### config.mk
export PLATFORM = sky130hd
export DESIGN_NAME = status_store_seq
export DESIGN_NICKNAME = d
export VERILOG_FILES = /design/src/rtl/sss_pkg.sv /design/src/rtl/sss_step_ctrl.sv /design/src/rtl/sss_field_mux.sv /design/src/rtl/status_store_seq.sv
export SDC_FILE = /design/constraint.sdc
export NUM_CORES = 1
export LEC_CHECK = 0
export CORE_AREA = 2 2 216 218
export DETAILED_ROUTE_END_ITERATION = 16
export DIE_AREA = 0 0 218 220
export DONT_BUFFER_PORTS = 1
export HOLD_SLACK_MARGIN = 0.06
export SLEW_MARGIN = 20
export SYNTH_ARGS = -nofsm -noshare
export SYNTH_HDL_FRONTEND = slang
export SYNTH_HIERARCHICAL = 1
export SYNTH_SLANG_ARGS = --single-unit
### constraint.sdc
create_clock -name clk -period 7.48 [get_ports clk]
set_input_delay 2.244 -clock clk [delete_from_list [all_inputs] [get_ports clk]]
set_output_delay 2.244 -clock clk [all_outputs]
set_load 0.01 [all_outputs]
### src/rtl/sss_pkg.sv
package sss_pkg;

  typedef enum logic [3:0] {
    PH_ARCH, PH_TMR, PH_CLKC, PH_PSW, PH_PFX, PH_FPC, PH_TPR,
    PH_AR, PH_FPR, PH_GR, PH_CR
  } phase_e;

  typedef enum logic [1:0] {
    BANK_AR  = 2'd0,
    BANK_FPR = 2'd1,
    BANK_GR  = 2'd2,
    BANK_CR  = 2'd3
  } bank_e;

  localparam logic [63:0] ALIGN_MASK   = 64'h0000_0000_7FFF_FE00;
  localparam logic [63:0] WIDE_BACKOFF = 64'd4608;

  localparam int OFF_ARCH = 163;
  localparam int OFF_TMR  = 216;
  localparam int OFF_CLKC = 224;
  localparam int OFF_PSW  = 256;
  localparam int OFF_PFX  = 264;
  localparam int OFF_FPC  = 268;
  localparam int OFF_TPR  = 272;
  localparam int OFF_AR   = 288;
  localparam int OFF_FPR  = 352;
  localparam int OFF_GR   = 384;
  localparam int OFF_CR   = 448;

  // Base of the status area from the raw target address.
  function automatic logic [63:0] area_base(input logic [63:0] raw,
                                            input logic [31:0] pfx,
                                            input logic        wide);
    logic [63:0] adj;
    adj = raw;
    if (wide && (raw != 64'd0) && (raw != {32'd0, pfx}))
      adj = raw - WIDE_BACKOFF;
    return adj & ALIGN_MASK;
  endfunction

  function automatic logic [8:0] field_offset(input phase_e ph, input logic [7:0] i);
    case (ph)
      PH_ARCH: return 9'(OFF_ARCH);
      PH_TMR:  return 9'(OFF_TMR);
      PH_CLKC: return 9'(OFF_CLKC);
      PH_PSW:  return 9'(OFF_PSW);
      PH_PFX:  return 9'(OFF_PFX);
      PH_FPC:  return 9'(OFF_FPC);
      PH_TPR:  return 9'(OFF_TPR);
      PH_AR:   return 9'(OFF_AR + 4 * int'(i));
      PH_FPR:  return 9'(OFF_FPR + 8 * int'(i));
      PH_GR:   return 9'(OFF_GR + 4 * int'(i));
      PH_CR:   return 9'(OFF_CR + 4 * int'(i));
      default: return 9'd0;
    endcase
  endfunction

  // log2 of the byte count of each field.
  function automatic logic [1:0] field_size(input phase_e ph);
    case (ph)
      PH_ARCH:                        return 2'd0;
      PH_TMR, PH_CLKC, PH_PSW, PH_FPR: return 2'd3;
      default:                        return 2'd2;
    endcase
  endfunction

  function automatic logic [63:0] comp_image(input logic [63:0] c, input logic wide);
    return wide ? c : {c[55:0], 8'h00};
  endfunction

endpackage

### src/rtl/sss_step_ctrl.sv
module sss_step_ctrl
  import sss_pkg::*;
#(
  parameter int NREG = 16,
  parameter int NFPR = 4,
  localparam int IDX_W = $clog2(NREG)
) (
  input  logic             clk,
  input  logic             rst_n,
  input  logic             launch,
  input  logic             arch_en,
  input  logic             wide_en,
  input  logic             accept,
  output phase_e           phase,
  output logic [IDX_W-1:0] idx,
  output logic             busy,
  output logic             final_step
);

  localparam logic [IDX_W-1:0] REG_LAST = IDX_W'(NREG - 1);
  localparam logic [IDX_W-1:0] FPR_LAST = IDX_W'(NFPR - 1);

  phase_e           phase_q, nxt_phase;
  logic [IDX_W-1:0] idx_q, nxt_idx;
  logic             busy_q;

  assign phase      = phase_q;
  assign idx        = idx_q;
  assign busy       = busy_q;
  assign final_step = busy_q && (phase_q == PH_CR) && (idx_q == REG_LAST);

  always_comb begin
    nxt_phase = phase_q;
    nxt_idx   = '0;
    case (phase_q)
      PH_ARCH: nxt_phase = PH_TMR;
      PH_TMR:  nxt_phase = PH_CLKC;
      PH_CLKC: nxt_phase = PH_PSW;
      PH_PSW:  nxt_phase = PH_PFX;
      PH_PFX:  nxt_phase = wide_en ? PH_FPC : PH_AR;
      PH_FPC:  nxt_phase = PH_TPR;
      PH_TPR:  nxt_phase = PH_AR;
      PH_AR: begin
        if (idx_q == REG_LAST) nxt_phase = PH_FPR;
        else nxt_idx = idx_q + IDX_W'(1);
      end
      PH_FPR: begin
        if (idx_q == FPR_LAST) nxt_phase = PH_GR;
        else nxt_idx = idx_q + IDX_W'(1);
      end
      PH_GR: begin
        if (idx_q == REG_LAST) nxt_phase = PH_CR;
        else nxt_idx = idx_q + IDX_W'(1);
      end
      PH_CR: begin
        if (idx_q != REG_LAST) nxt_idx = idx_q + IDX_W'(1);
        else nxt_idx = idx_q;
      end
      default: nxt_phase = PH_TMR;
    endcase
  end

  always_ff @(posedge clk) begin
    if (!rst_n) begin
      busy_q  <= 1'b0;
      phase_q <= PH_TMR;
      idx_q   <= '0;
    end else if (launch) begin
      busy_q  <= 1'b1;
      phase_q <= arch_en ? PH_ARCH : PH_TMR;
      idx_q   <= '0;
    end else if (accept) begin
      if (final_step) begin
        busy_q <= 1'b0;
        idx_q  <= '0;
      end else begin
        phase_q <= nxt_phase;
        idx_q   <= nxt_idx;
      end
    end
  end

endmodule

### src/rtl/sss_field_mux.sv
module sss_field_mux
  import sss_pkg::*;
#(
  parameter int NREG = 16,
  localparam int IDX_W = $clog2(NREG)
) (
  input  phase_e           phase,
  input  logic [IDX_W-1:0] idx,
  input  logic             wide,
  input  logic [63:0]      cpu_timer,
  input  logic [63:0]      clk_comp,
  input  logic [63:0]      status_word,
  input  logic [31:0]      prefix_in,
  input  logic [31:0]      fp_ctrl,
  input  logic [31:0]      tod_prog,
  input  logic [63:0]      rd_data,
  output logic [1:0]       rd_bank,
  output logic [IDX_W-1:0] rd_idx,
  output logic [8:0]       offset,
  output logic [63:0]      data,
  output logic [1:0]       size
);

  logic [IDX_W-1:0] fpr_src;

  // Legacy layout takes every second floating-point register.
  assign fpr_src = wide ? idx : IDX_W'({idx, 1'b0});

  assign offset = field_offset(phase, 8'(idx));
  assign size   = field_size(phase);

  always_comb begin
    rd_bank = BANK_AR;
    rd_idx  = idx;
    case (phase)
      PH_FPR: begin rd_bank = BANK_FPR; rd_idx = fpr_src; end
      PH_GR:  rd_bank = BANK_GR;
      PH_CR:  rd_bank = BANK_CR;
      default: rd_bank = BANK_AR;
    endcase
  end

  always_comb begin
    case (phase)
      PH_ARCH: data = {63'd0, wide};
      PH_TMR:  data = cpu_timer;
      PH_CLKC: data = comp_image(clk_comp, wide);
      PH_PSW:  data = status_word;
      PH_PFX:  data = {32'd0, prefix_in};
      PH_FPC:  data = {32'd0, fp_ctrl};
      PH_TPR:  data = {32'd0, tod_prog};
      PH_FPR:  data = rd_data;
      default: data = {32'd0, rd_data[31:0]};
    endcase
  end

endmodule

### src/rtl/status_store_seq.sv
module status_store_seq
  import sss_pkg::*;
#(
  parameter int ADDR_W = 64,
  parameter int NREG   = 16,
  parameter int NFPR   = 4,
  localparam int IDX_W = $clog2(NREG)
) (
  input  logic              clk,
  input  logic              rst_n,
  input  logic              start,
  input  logic [ADDR_W-1:0] tgt_addr,
  input  logic              wide_mode,
  input  logic [31:0]       prefix_in,
  input  logic [63:0]       cpu_timer,
  input  logic [63:0]       clk_comp,
  input  logic [63:0]       status_word,
  input  logic [31:0]       fp_ctrl,
  input  logic [31:0]       tod_prog,
  output logic [1:0]        rd_bank,
  output logic [IDX_W-1:0]  rd_idx,
  input  logic [63:0]       rd_data,
  output logic              wr_valid,
  input  logic              wr_ready,
  output logic [ADDR_W-1:0] wr_addr,
  output logic [63:0]       wr_data,
  output logic [1:0]        wr_size,
  output logic              done
);

  // Named internal events, used by the bound checker.
  logic             launch_w;
  logic             accept_w;
  logic             final_accept_w;
  logic             busy_w;
  logic             final_step_w;
  logic             arch_live;
  logic [63:0]      base_live;
  logic [63:0]      base_q;
  logic             wide_q;
  logic             arch_q;
  logic             done_q;
  phase_e           phase_w;
  logic [IDX_W-1:0] idx_w;
  logic [8:0]       offset_w;

  assign launch_w       = start && !busy_w;
  assign accept_w       = busy_w && wr_ready;
  assign final_accept_w = accept_w && final_step_w;
  assign arch_live      = (tgt_addr == '0);
  assign base_live      = area_base(64'(tgt_addr), prefix_in, wide_mode);

  always_ff @(posedge clk) begin
    if (!rst_n) begin
      base_q <= '0;
      wide_q <= 1'b0;
      arch_q <= 1'b0;
      done_q <= 1'b0;
    end else begin
      done_q <= final_accept_w;
      if (launch_w) begin
        base_q <= base_live;
        wide_q <= wide_mode;
        arch_q <= arch_live;
      end
    end
  end

  sss_step_ctrl #(.NREG(NREG), .NFPR(NFPR)) u_ctrl (
    .clk        (clk),
    .rst_n      (rst_n),
    .launch     (launch_w),
    .arch_en    (arch_live),
    .wide_en    (wide_q),
    .accept     (accept_w),
    .phase      (phase_w),
    .idx        (idx_w),
    .busy       (busy_w),
    .final_step (final_step_w)
  );

  sss_field_mux #(.NREG(NREG)) u_mux (
    .phase       (phase_w),
    .idx         (idx_w),
    .wide        (wide_q),
    .cpu_timer   (cpu_timer),
    .clk_comp    (clk_comp),
    .status_word (status_word),
    .prefix_in   (prefix_in),
    .fp_ctrl     (fp_ctrl),
    .tod_prog    (tod_prog),
    .rd_data     (rd_data),
    .rd_bank     (rd_bank),
    .rd_idx      (rd_idx),
    .offset      (offset_w),
    .data        (wr_data),
    .size        (wr_size)
  );

  assign wr_valid = busy_w;
  assign wr_addr  = ADDR_W'(base_q + 64'(offset_w));
  assign done     = done_q;

endmodule

# == Yosys cells after proc, flatten, opt, wreduce, memory -nomap -nowiden ==
# Index checks and enable logic that the tools add are counted.
# W data, S select, Z words.
# totals
out_inout_bits,138
wordCells,78
ff_bits,33
# classes
reduce_logical,19
bitwise,1
muxes,25
n_eq_ne,20
n_addsub,7
# op_table
operator,n
$pmux W64 S8,1
$pmux W9 S11,1
$logic_not A64 Y1,1
$mux W64,1
$ne A64 B32 Y1,1
$reduce_bool A64 Y1,1
$mux W4,12
$pmux W4 S10,1
$add A31 B9 Y32,1
$mux W31,1
$sub A31 B13 Y31 const B,1
$add A9 B6 Y9 const A,3
$eq A4 B3 Y1 const B,4
$eq A4 B4 Y1 const B,4
$eq A4 B2 Y1 const B,3
$pmux W4 S3,1
$add A9 B7 Y9 const A,1
$ne A3 B2 Y1 const B,3
$logic_and A1 B1 Y1,7
$pmux W2 S3,1
$reduce_and A6 Y1,1
$add A4 B1 Y4 const B,1
$eq A4 B1 Y1 const B,1
$logic_not A4 Y1,1
other kinds (12),19

# == Longest topological paths before layout ==
# Gate-level depths: netlist of the first run.
# logic_depth
ltp_word,6
ltp_mapped,10
ltp_nobuf,9

# == Modules after synthesis ==
# Netlist of the first run, hierarchy kept.
# by_module_without_submodules
module,instances,cells_each,area_per_inst_um2,seq_area_each_um2
sss_field_mux,1,466,3344.5,0.0
status_store_seq,1,290,2187.1,480.5
sss_step_ctrl,1,74,596.8,180.2

# == Worst setup path after synthesis of the first run ==
# Ideal clock, no wire load.
# synth_timing
path_type,input-to-output
startpoint,input tod_prog[2]
endpoint,output wr_data[2]
setup_slack_ns,2.244
required_time_ns,5.236
path_buffers,0
path_stages,4
t_arrival_ns,2.992
path_cell_list,mux2i_1 nor2_1 a221o_1 or3_1
# synth_via
elab_chain_cells,1
# synth_rtl
item,line,source
"start, declared",status_store_seq.sv:19,"input logic [31:0] tod_prog,"
$pmux W64 S8,sss_field_mux.sv:44,case (phase)
"end, declared",status_store_seq.sv:26,"output logic [63:0] wr_data,"
# Every way passes these cells.

# == Final worst setup path of the first run ==
# layout_timing
startpoint,input clk_comp[29]
endpoint,output wr_data[29]
# layout_via
elab_chain_cells,2
# layout_rtl
item,line,source
"start, declared",status_store_seq.sv:16,"input logic [63:0] clk_comp,"
$mux W64,sss_pkg.sv:68,"return wide ? c : {c[55:0], 8'h00};"
$pmux W64 S8,sss_field_mux.sv:44,
# Every way passes these cells.

==> load_flow_metrics.sql, run 1 <==
INSERT INTO impl_metrics (metric_group, metric, value, unit) VALUES
('clock_network', 'tritoncts_clock_tree', 'done', ''),
('run_status', 'outcome', 'finished clean', ''),
('final_layout', 'layout_cell_share_with_drive_strength_beyond_1', '10.49', '%'),
('place', 'dp_cells', '1381', ''),
('die', 'row_count', '79', ''),
('synth', 'share_of_flip_flops_with_an_asynchronous_set_or_reset_after_synthesis', '0', '%'),
('place', 'port_buffers', '0', ''),
('timing', 'fin_crit', '5.711', 'ns'),
('global_routing', 'maximum_number_of_pins_on_one_net_before_global_route_repair', '45', ''),
('die', 'die_w', '218', 'µm'),
('synth', 'yosys.cell_types.count', '79', ''),
('synth', 'post_synth_inst_count', '830', ''),
('global_routing', 'grt_antenna_before_repair', '14', ''),
('route', 'drt-initial-drc-count', '807', ''),
('die', 'effective_utilization_at_floorplan', '13.36', '%'),
('final_layout', 'most-common-layout-cells', 'nand2_1 (102), a22oi_1 (69), mux2i_1 (67), o221ai_1 (43)', ''),
('route', 'post_drt_wl_per_cell', '35.98', 'µm'),
('pwr', 'leakagePower', '0.002103', 'µW'),
('place', 'routabilityCongestion', '0.9477', ''),
('timing', 'post_route_setup_tns', '0', 'ns'),
('clock_network', 'clock-sinks', '33', ''),
('pwr', 'powerDensity', '114.0', 'nW/µm²'),
('synth', 'yosys_warnings', '6', ''),
('critical_path', 'required', '5.24', 'ns'),
('final_layout', 'final_nets', '1205', ''),
('timing', 'achievable-frequency', '0.1751', 'GHz'),
('route', 'drtAntennaViolNets', '0', ''),
('clock_network', 'cts_made_buffers', '5', ''),
('die', 'ioPinCount', '559', ''),
('hold_path', 'hp-class', 'reg -> reg', ''),
('final_layout', 'mostFrequentLayoutCell', 'nand2_1', ''),
('global_routing', 'overflow', '0', ''),
('timing', 'final-max-slew-violation-count', '0', ''),
('clock_network', 'clockRootBuffer', 'clkbuf_16', ''),
('global_routing', 'global_route.usage.total', '19.23', '%'),
('timing', 'rsz0062_at_grt', 'false', ''),
('clock_network', 'cts_hold_repair.buffers', '0', ''),
('flow_run', 'drv.max_cap_violation_count', '0', ''),
('final_layout', 'syn2layout_area_growth', '9.902', '%'),
('clock_network', 'worst_skew_pair.late_latency', '0.29', 'ns'),
('place', 'hpwlAfterDp', '42.81', 'mm'),
('synth', 'synth_enable_flop_cells', '0', ''),
('synth', 'mappedNetlistArea', '6128', 'µm²'),
('critical_path', 'crit_path_max_fanout', '2', ''),
('timing', 'worst_pin_slew', '1.107', 'ns'),
('final_layout', 'nFillCells', '5289', ''),
('clock_network', 'ctsLongestPathBuffers', '2', ''),
('synth', 'synth_top_flop_cell', 'dfxtp_1', ''),
('pwr', 'vdd_ir_drop_max', '0.00008092', 'V'),
('critical_path', 'cp-start-kind', 'input port', ''),
('route', 'detail_route.vias_per_cell', '5.428', ''),
('final_layout', 'layoutNonFillerInstCount', '1404', ''),
('critical_path', 'cp_data_arrival_time', '3.47', 'ns'),
('timing', 'finClkSkew', '0.006247', 'ns'),
('synth', 'ys_ff_latch', '33', ''),
('clock_network', 'cts_post_setup_buffers_inserted', '0', ''),
('die', 'design.die.area', '47960', 'µm²'),
('synth', 'post_synth.cell_area_avg', '7.384', 'µm²'),
('clock_network', 'post_cts_resized', '0', ''),
('synth', 'synth.yosys.seq_area_share', '10.78', '%'),
('critical_path', 'worstSetupPathType', 'in -> out', ''),
('final_layout', 'postLayoutCoreUtil', '14.69', '%'),
('critical_path', 'critPathCaptureType', 'primary output', ''),
('route', 'detail_route.drc_violations', '0', ''),
('timing', 'setup_violations', '0', ''),
('route', 'vias', '7621', ''),
('global_routing', 'first_global_vias', '6968', ''),
('route', 'wirelength', '50.51', 'mm'),
('die', 'floorplan.die.height', '220', 'µm'),
('global_routing', 'grt_pass1_wl', '61.48', 'mm'),
('clock_network', 'htree_levels', '2', ''),
('clock_network', 'clkSlewWorstSetupHoldPaths', '0.06', 'ns'),
('route', 'firstDrtPassIters', '7', ''),
('timing', 'fin_worst_hold_slack', '0.6023', 'ns'),
('die', 'core-area', '45860', 'µm²'),
('timing', 'final.period_utilization', '76.36', '%'),
('timing', 'max_transition_margin', '26.23', '%'),
('timing', 'final_hold_violating_endpoints', '0', '');
-- metrics by stage --
step	total power [µW]	setup WS, ns	area (µm²)
detailed placement	551.4	1.818	6554
floorplan	443.5	2.244	6248
finish	767.9	1.769	6735
CTS	772.6	1.796	6695
global route	796.9	1.589	6715
global placement	546.3	1.807	6554
-- flip-flops by register name, indices dropped and copies added (netlist names) --
signal        cells
u_ctrl/busy       1
wide_q            1
done              1
u_ctrl/idx        4
u_ctrl/phase      4
base_q           22
-- final cells by class --
type	count	area [µm²]	area share, %
antenna	15	37.54	0.5573
inverter	15	56.30	0.8360
clock buffer	5	125.1	1.858
tap	607	759.5	11.28
clock inverter	3	16.27	0.2415
sequential	33	671.9	9.976
timing repair buffer	19	142.6	2.118
multi-input combinational	707	4926	73.14
-- layer usage --
metal / share of wire (%) / vias up / track usage (%)
met5: 0 / - / 0
met2: 47 / 713 / 31.94
li1: - / 3113 / -
met3: 11 / 134 / 7.053
met1: 36 / 3661 / 21.26
met4: 5.6 / 0 / 10.63
-- cell usage after synthesis, types with 4 or more instances --
library cell / number / share of area, %
o22ai_1: 16 / 1.6
clkbuf_1: 24 / 1.5
o21ai_0: 16 / 1.3
nor3_1: 16 / 1.3
xor2_1: 32 / 4.6
a21oi_1: 25 / 2.0
o221ai_1: 43 / 6.1
dfxtp_1: 33 / 11
a221oi_1: 11 / 1.6
a22o_1: 10 / 1.4
buf_6: 5 / 0.92
nand4_1: 5 / 0.51
a31oi_1: 18 / 1.8
and3_1: 11 / 1.1
buf_2: 35 / 2.9
nand2_1: 102 / 6.2
buf_1: 5 / 0.31
nor2_1: 34 / 2.1
a222oi_1: 11 / 1.8
nor4_1: 22 / 2.2
a22oi_1: 69 / 8.5
inv_1: 13 / 0.80
mux2i_1: 67 / 11
mux2_2: 22 / 4.0
buf_4: 38 / 4.7
o32ai_1: 4 / 0.57
o31ai_1: 4 / 0.49
nand3_1: 24 / 2.0
nor2b_1: 10 / 1.0
nand2b_1: 7 / 0.71
o211ai_1: 19 / 2.3
and2_1: 5 / 0.51
-- worst max-delay path, cell delays in order --
cell	delay, ns
mux2_2	0.24
a222oi_1	0.62
o221ai_1	0.36
-- final timing paths --
path	end	slack, ns	start	cells after the start
worst max-delay path	wr_data[29]	1.77	clk_comp[29]	3
worst min-delay path	base_q[25]$_SDFFE_PN0P_	0.60	base_q[25]$_SDFFE_PN0P_	2
worst max register to register	base_q[23]$_SDFFE_PN0P_	4.66	u_ctrl/busy$_SDFFE_PN0P_	5
worst min register to register	base_q[25]$_SDFFE_PN0P_	0.60	base_q[25]$_SDFFE_PN0P_	2
-- kinds of logic after synthesis --
kind of cell	synth area share, %
adders and majority gates	0.6126
other	0.06119
DFF	10.78
and+or+nand+nor	22.25
buffers and inverters	11.13
xor gates and xnor gates	5.002
muxes	14.99
AOI/OAI and AO/OA	35.18
-- power breakdown --
group / switching, µW / internal [µW] / leakage (µW)
Sequential: 29.5 / 189 / 0.000274
Clock: 93.9 / 123 / 0.0000740
Combinational: 228 / 105 / 0.00176
Note: power is estimated with default switching activity, not from simulation.
==> inputs of run 2 (changes only) <==
==> constraint.sdc (replaced) <==
create_clock -name clk -period 4.58 [get_ports clk]
set_input_delay 1.374 -clock clk [delete_from_list [all_inputs] [get_ports clk]]
set_output_delay 1.374 -clock clk [all_outputs]
set_load 0.01 [all_outputs]
==> load_flow_metrics.sql, run 2 (synthesized netlist as in run 1, its figures left out) <==
INSERT INTO impl_metrics (metric_group, metric, value, unit) VALUES
('clock_network', 'worst_skew_pair.late_latency', '0.30', 'ns'),
('place', 'port_buffers', '0', ''),
('critical_path', 'critPathBufInv', '1', ''),
('final_layout', 'final_nets', '1249', ''),
('route', 'wirelength', '51.11', 'mm'),
('final_layout', 'register_name_with_the_most_flops', 'base_q', ''),
('route', 'detail_route.drc_violations', '0', ''),
('place', 'routabilityCongestion', '0.9212', ''),
('run_status', 'outcome', 'finished clean', ''),
('critical_path', 'cp-start-kind', 'register', ''),
('clock_network', 'clockRootBuffer', 'clkbuf_16', ''),
('pwr', 'powerDensity', '193.0', 'nW/µm²'),
('route', 'firstDrtPassIters', '6', ''),
('pwr', 'vdd_ir_drop_max', '0.0001248', 'V'),
('timing', 'setup_violations', '0', ''),
('global_routing', 'grt.busiest_layer', 'met2', ''),
('clock_network', 'post_cts_resized', '0', ''),
('clock_network', 'clkSlewWorstSetupHoldPaths', '0.06', 'ns'),
('die', 'design.die.area', '47960', 'µm²'),
('die', 'die_w', '218', 'µm'),
('critical_path', 'required', '3.21', 'ns'),
('global_routing', 'grt_pass1_wl', '63.44', 'mm'),
('final_layout', 'layout_cell_share_with_drive_strength_beyond_1', '15.25', '%'),
('global_routing', 'met3_layer_usage_reported_by_global_route', '8.199', '%'),
('timing', 'fin_crit', '4.087', 'ns'),
('critical_path', 'crit_slowest_cell', 'or4b_2', ''),
('die', 'floorplan.die.height', '220', 'µm'),
('place', 'hpwlAfterDp', '43.20', 'mm'),
('global_routing', 'maximum_number_of_pins_on_one_net_before_global_route_repair', '38', ''),
('clock_network', 'tritoncts_clock_tree', 'done', ''),
('timing', 'finClkSkew', '0.01477', 'ns'),
('critical_path', 'crit_path_max_fanout', '37', ''),
('global_routing', 'overflow', '0', ''),
('timing', 'max_transition_margin', '33.91', '%'),
('die', 'ioPinCount', '559', ''),
('clock_network', 'cts_hold_repair.buffers', '0', ''),
('die', 'core-area', '45860', 'µm²'),
('place', 'pre_cts_slack', '0.5349', 'ns'),
('timing', 'worst_pin_slew', '0.9913', 'ns'),
('route', 'detail_route.vias_per_cell', '5.302', ''),
('global_routing', 'met2_usage', '33.12', '%'),
('clock_network', 'ctsLongestPathBuffers', '2', ''),
('critical_path', 'worst_path_largest_cell_delay', '0.85', 'ns'),
('critical_path', 'cp_data_arrival_time', '2.71', 'ns'),
('final_layout', 'mostFrequentLayoutCell', 'nand2_1', ''),
('timing', 'post_route_setup_tns', '0', 'ns'),
('critical_path', 'worstSetupPathType', 'reg -> out', ''),
('route', 'drtAntennaViolNets', '0', ''),
('global_routing', 'global_route.usage.total', '19.80', '%'),
('route', 'post_drt_wl_per_cell', '35.47', 'µm'),
('clock_network', 'cts_post_setup_buffers_inserted', '0', ''),
('timing', 'final_hold_violating_endpoints', '0', ''),
('timing', 'timing.final.ws_setup', '0.4933', 'ns'),
('critical_path', 'largest_delay_contributor_family_on_the_critical_path', 'simple AND/OR/NAND/NOR gates', ''),
('final_layout', 'syn2layout_area_growth', '15.68', '%'),
('clock_network', 'htree_levels', '2', ''),
('timing', 'achievable-frequency', '0.2447', 'GHz'),
('hold_path', 'hp-class', 'reg -> reg', ''),
('route', 'drt-initial-drc-count', '747', ''),
('timing', 'final-max-slew-violation-count', '0', ''),
('route', 'vias', '7640', ''),
('flow_run', 'drv.max_cap_violation_count', '0', ''),
('die', 'row_count', '79', ''),
('critical_path', 'critPathCaptureType', 'primary output', ''),
('final_layout', 'most-common-layout-cells', 'nand2_1 (102), a22oi_1 (69), mux2i_1 (67), buf_4 (62), o221ai_1 (43)', ''),
('global_routing', 'globalRouteMet1Util', '21.86', '%'),
('critical_path', 'cp_cell_sequence', 'or4b_2 -> buf_4 -> o22ai_1 -> a21oi_1 -> o211ai_1', ''),
('final_layout', 'largest_register_ffs', '22', ''),
('pwr', 'leakagePower', '0.002337', 'µW'),
('global_routing', 'first_global_vias', '7098', ''),
('timing', 'final.period_utilization', '89.23', '%'),
('clock_network', 'cts_made_buffers', '5', ''),
('global_routing', 'grt_antenna_before_repair', '13', ''),
('die', 'effective_utilization_at_floorplan', '13.36', '%'),
('clock_network', 'clock-sinks', '33', ''),
('timing', 'rsz0062_at_grt', 'false', '');
run 2: cell types whose count changed in the layout (fill, tap and decap cells not counted), sizes merged:
cell | previous run | this run
buf | 19 | 63
clkinv | 3 | 2
bufinv | 0 | 1
diode | 15 | 8
run 2: worst paths after layout:
| check | endpoint | cells after the start | start | slack (ns) |
|---|---|---|---|---|
| setup / recovery | wr_data[12] | 5 | u_ctrl/phase[2]$_SDFFE_PN0P_ | 0.49 |
| setup reg to reg | base_q[23]$_SDFFE_PN0P_ | 6 | u_ctrl/busy$_SDFFE_PN0P_ | 2.27 |
| hold / removal | base_q[16]$_SDFFE_PN0P_ | 2 | base_q[16]$_SDFFE_PN0P_ | 0.59 |
| hold reg to reg | base_q[16]$_SDFFE_PN0P_ | 2 | base_q[16]$_SDFFE_PN0P_ | 0.59 |
run 2: layout make-up:
type,count,area (µm²)
antenna,8,20.02
clock buffer,5,125.1
clock inverter,3,45.04
fill,5261,38770
inverter,15,56.30
multi-input combinational,707,4926
sequential,33,671.9
tap,607,759.5
timing repair buffer,63,485.5
run 2: metal layers:
metal / up-vias / wire length [µm] / part of all wire (%)
li1: 3194 / - / -
met2: 659 / 24120 / 47
met4: 6 / 2397 / 4.7
met5: - / 45 / 0.088
met1: 3670 / 18160 / 36
met3: 111 / 6384 / 12
run 2: where the power goes:
group | switching (µW) | internal, µW | leakage [µW]
logic | 376 | 211 | 0.00198
registers | 45.2 | 308 | 0.000274
clock network | 169 | 259 | 0.0000844
total | 591 | 778 | 0.00234
run 2: through the flow:
stage	cell area, µm²	total power [µW]	std cells	util (%)	hold slack [ns]
6_report	7089	1368	1441	15.46	0.5949
4_1_cts	7069	1385	1433	15.41	0.5928
3_5_place_dp	6899	946.6	1425	15.04	0.5773
2_1_floorplan	6248	724.3	862	-	0.4554
3_3_place_gp	6897	938.7	1425	15.04	0.5736
5_1_grt	7082	1440	1438	15.44	0.6377
run 2: tightest hold or removal path: stages (launching register included):
cell and delay [ns]:
dfxtp_1 0.34, o21ai_0 0.17, a21oi_1 0.04
==> inputs of run 3 (changes only) <==
--- a/config.mk
+++ b/config.mk
@@ -5,10 +5,10 @@
 export SDC_FILE = /design/constraint.sdc
 export NUM_CORES = 1
 export LEC_CHECK = 0
+export BUFFER_PORTS_ARGS = -buffer_cell sky130_fd_sc_hd__buf_2
 export CORE_AREA = 2 2 216 218
 export DETAILED_ROUTE_END_ITERATION = 16
 export DIE_AREA = 0 0 218 220
-export DONT_BUFFER_PORTS = 1
 export HOLD_SLACK_MARGIN = 0.06
 export SLEW_MARGIN = 20
 export SYNTH_ARGS = -nofsm -noshare
==> load_flow_metrics.sql, run 3 (synthesized netlist as in run 1, its figures left out) <==
INSERT INTO impl_metrics (metric_group, metric, value, unit) VALUES
('route', 'drtAntennaViolNets', '0', ''),
('final_layout', 'final_area', '9505', 'µm²'),
('clock_network', 'clock-sinks', '33', ''),
('pwr', 'powerDensity', '166.9', 'nW/µm²'),
('timing', 'achievable-frequency', '0.2346', 'GHz'),
('final_layout', 'most-common-layout-cells', 'buf_2 (525), nand2_1 (102), a22oi_1 (69), mux2i_1 (67), o221ai_1 (43)', ''),
('clock_network', 'clockRootBuffer', 'clkbuf_16', ''),
('critical_path', 'required', '3.21', 'ns'),
('critical_path', 'cp-start-kind', 'input port', ''),
('pwr', 'switchingPower', '713.3', 'µW'),
('clock_network', 'ctsLongestPathBuffers', '2', ''),
('timing', 'final_hold_violating_endpoints', '0', ''),
('pwr', 'fin_total_pwr', '1587', 'µW'),
('timing', 'final-max-slew-violation-count', '0', ''),
('critical_path', 'largest_delay_contributor_family_on_the_critical_path', 'compound AO/OA/AOI/OAI gates', ''),
('critical_path', 'reg2reg_setup_slack', '2.37', 'ns'),
('die', 'floorplan.die.height', '220', 'µm'),
('timing', 'max_transition_margin', '33.64', '%'),
('die', 'die_w', '218', 'µm'),
('timing', 'final.period_utilization', '93.09', '%'),
('clock_network', 'cts_made_buffers', '5', ''),
('final_layout', 'register_name_with_the_most_flops', 'base_q', ''),
('clock_network', 'htree_levels', '2', ''),
('pwr', 'leakagePower', '0.004336', 'µW'),
('hold_path', 'hp-class', 'reg -> reg', ''),
('pwr', 'p_clk_share', '22.2', '%'),
('clock_network', 'tritoncts_clock_tree', 'done', ''),
('clock_network', 'cts_post_setup_buffers_inserted', '0', ''),
('place', 'routabilityCongestion', '0.9405', ''),
('critical_path', 'cp_cell_sequence', 'buf_2 -> mux2_2 -> a222oi_1 -> o221ai_1 -> buf_2', ''),
('global_routing', 'global_route.usage.total', '20.23', '%'),
('die', 'design.die.area', '47960', 'µm²'),
('final_layout', 'postLayoutCoreUtil', '20.73', '%'),
('route', 'drt-initial-drc-count', '714', ''),
('timing', 'timing.final.ws_setup', '0.3166', 'ns'),
('final_layout', 'nFillCells', '5219', ''),
('clock_network', 'worst_skew_pair.late_latency', '0.29', 'ns'),
('pwr', 'power_frac_seq', '21.0', '%'),
('timing', 'finClkSkew', '0.005393', 'ns'),
('route', 'detail_route.vias_per_cell', '4.848', ''),
('die', 'effective_utilization_at_floorplan', '13.36', '%'),
('clock_network', 'post_cts_resized', '0', ''),
('flow_run', 'drv.max_cap_violation_count', '0', ''),
('global_routing', 'maximum_number_of_pins_on_one_net_before_global_route_repair', '36', ''),
('route', 'post_drt_wl_per_cell', '26.96', 'µm'),
('place', 'detailed_place.area', '9351', 'µm²'),
('critical_path', 'crit_path_max_fanout', '2', ''),
('place', 'hpwlAfterDp', '44.43', 'mm'),
('final_layout', 'multi_input_area', '4923', 'µm²'),
('place', 'pre_cts_slack', '0.3817', 'ns'),
('global_routing', 'grt_pass1_wl', '67.56', 'mm'),
('critical_path', 'worst_path_largest_cell_delay', '0.66', 'ns'),
('critical_path', 'crit_slowest_cell', 'a222oi_1', ''),
('clock_network', 'clkSlewWorstSetupHoldPaths', '0.06', 'ns'),
('pwr', 'internal-power', '873.3', 'µW'),
('timing', 'rsz0062_at_grt', 'false', ''),
('timing', 'worst_pin_slew', '0.9954', 'ns'),
('global_routing', 'first_global_vias', '8718', ''),
('pwr', 'vdd_ir_drop_max', '0.0001494', 'V'),
('critical_path', 'critPathCaptureType', 'primary output', ''),
('timing', 'fin_crit', '4.263', 'ns'),
('die', 'core-area', '45860', 'µm²'),
('final_layout', 'largest_register_ffs', '22', ''),
('critical_path', 'cp_data_arrival_time', '2.89', 'ns'),
('final_layout', 'final_nets', '1753', ''),
('timing', 'post_route_setup_tns', '0', 'ns'),
('place', 'port_buffers', '525', ''),
('pwr', 'power.switching_fraction', '44.96', '%'),
('critical_path', 'cp_common_cell', 'buf_2', ''),
('final_layout', 'area.sequential', '669.4', 'µm²'),
('critical_path', 'worstSetupPathType', 'in -> out', ''),
('pwr', 'comb_power_share', '56.8', '%'),
('route', 'firstDrtPassIters', '6', ''),
('die', 'ioPinCount', '559', ''),
('die', 'row_count', '79', ''),
('final_layout', 'mostFrequentLayoutCell', 'buf_2', ''),
('global_routing', 'overflow', '0', ''),
('route', 'detail_route.drc_violations', '0', ''),
('route', 'vias', '9420', ''),
('route', 'wirelength', '52.39', 'mm'),
('final_layout', 'layout_cell_share_with_drive_strength_beyond_1', '47.22', '%'),
('critical_path', 'critPathBufInv', '2', ''),
('clock_network', 'cts_hold_repair.buffers', '0', ''),
('final_layout', 'syn2layout_area_growth', '55.10', '%'),
('global_routing', 'grt_antenna_before_repair', '13', ''),
('run_status', 'outcome', 'finished clean', ''),
('timing', 'setup_violations', '0', '');
## run 3: cell count changes in the layout (fill, tap and decap cells not counted), sizes merged
cell and delta:
buf +504, diode -2, bufinv -1, clkbuf +1, clkinv +1, inv -1
## run 3: power by group through the flow
stage / clock (µW) / sequential [µW] / combinational, µW
after floorplan: 0 / 335 / 390
after global placement: 0 / 341 / 899
after detailed placement: 0 / 339 / 899
after CTS: 366 / 334 / 902
after global routing: 375 / 337 / 962
final: 352 / 334 / 901
## run 3: routing by layer
metal,vias to the layer above,GRT usage (%),part of all wire (%)
li1,4210,-,-
met2,638,35.35,48
met5,-,0,0.12
met1,4483,23.97,38
met4,10,7.075,3.5
met3,79,4.969,9.7
## run 3: per-stage QoR
stage                     cells  hold slack, ns
after floorplan             862          0.4554
after global placement     1929          0.4819
after detailed placement   1929          0.4844
after CTS                  1937          0.5015
after global routing       1937          0.5294
final                      1943          0.5019
## run 3: worst paths after layout
path | startpoint | end | depth (start not counted)
setup reg to reg | u_ctrl/idx[1]$_SDFFE_PP0P_ | u_ctrl/phase[0]$_SDFFE_PN1P_ | 6
setup / recovery | clk_comp[28] | wr_data[28] | 5
hold reg to reg | base_q[29]$_SDFFE_PN0P_ | base_q[29]$_SDFFE_PN0P_ | 2
hold / removal | base_q[29]$_SDFFE_PN0P_ | base_q[29]$_SDFFE_PN0P_ | 2
## run 3: final cells by class
class | instances | area share (%)
timing repair buffer | 567 | 30.96
tap | 607 | 7.990
sequential | 33 | 7.042
clock inverter | 2 | 0.1053
inverter | 15 | 0.5923
antenna | 6 | 0.1580
multi-input combinational | 707 | 51.80
clock buffer | 6 | 1.356
## run 3: worst register-to-register path, delay by kind of cell, from the launching register on
family	cells	cell delay, ns
AO/OA/AOI/OAI	3	0.67
AND/OR/NAND/NOR	2	0.56
flip-flops	1	0.54
adder cells (fa/ha/maj)	1	0.31
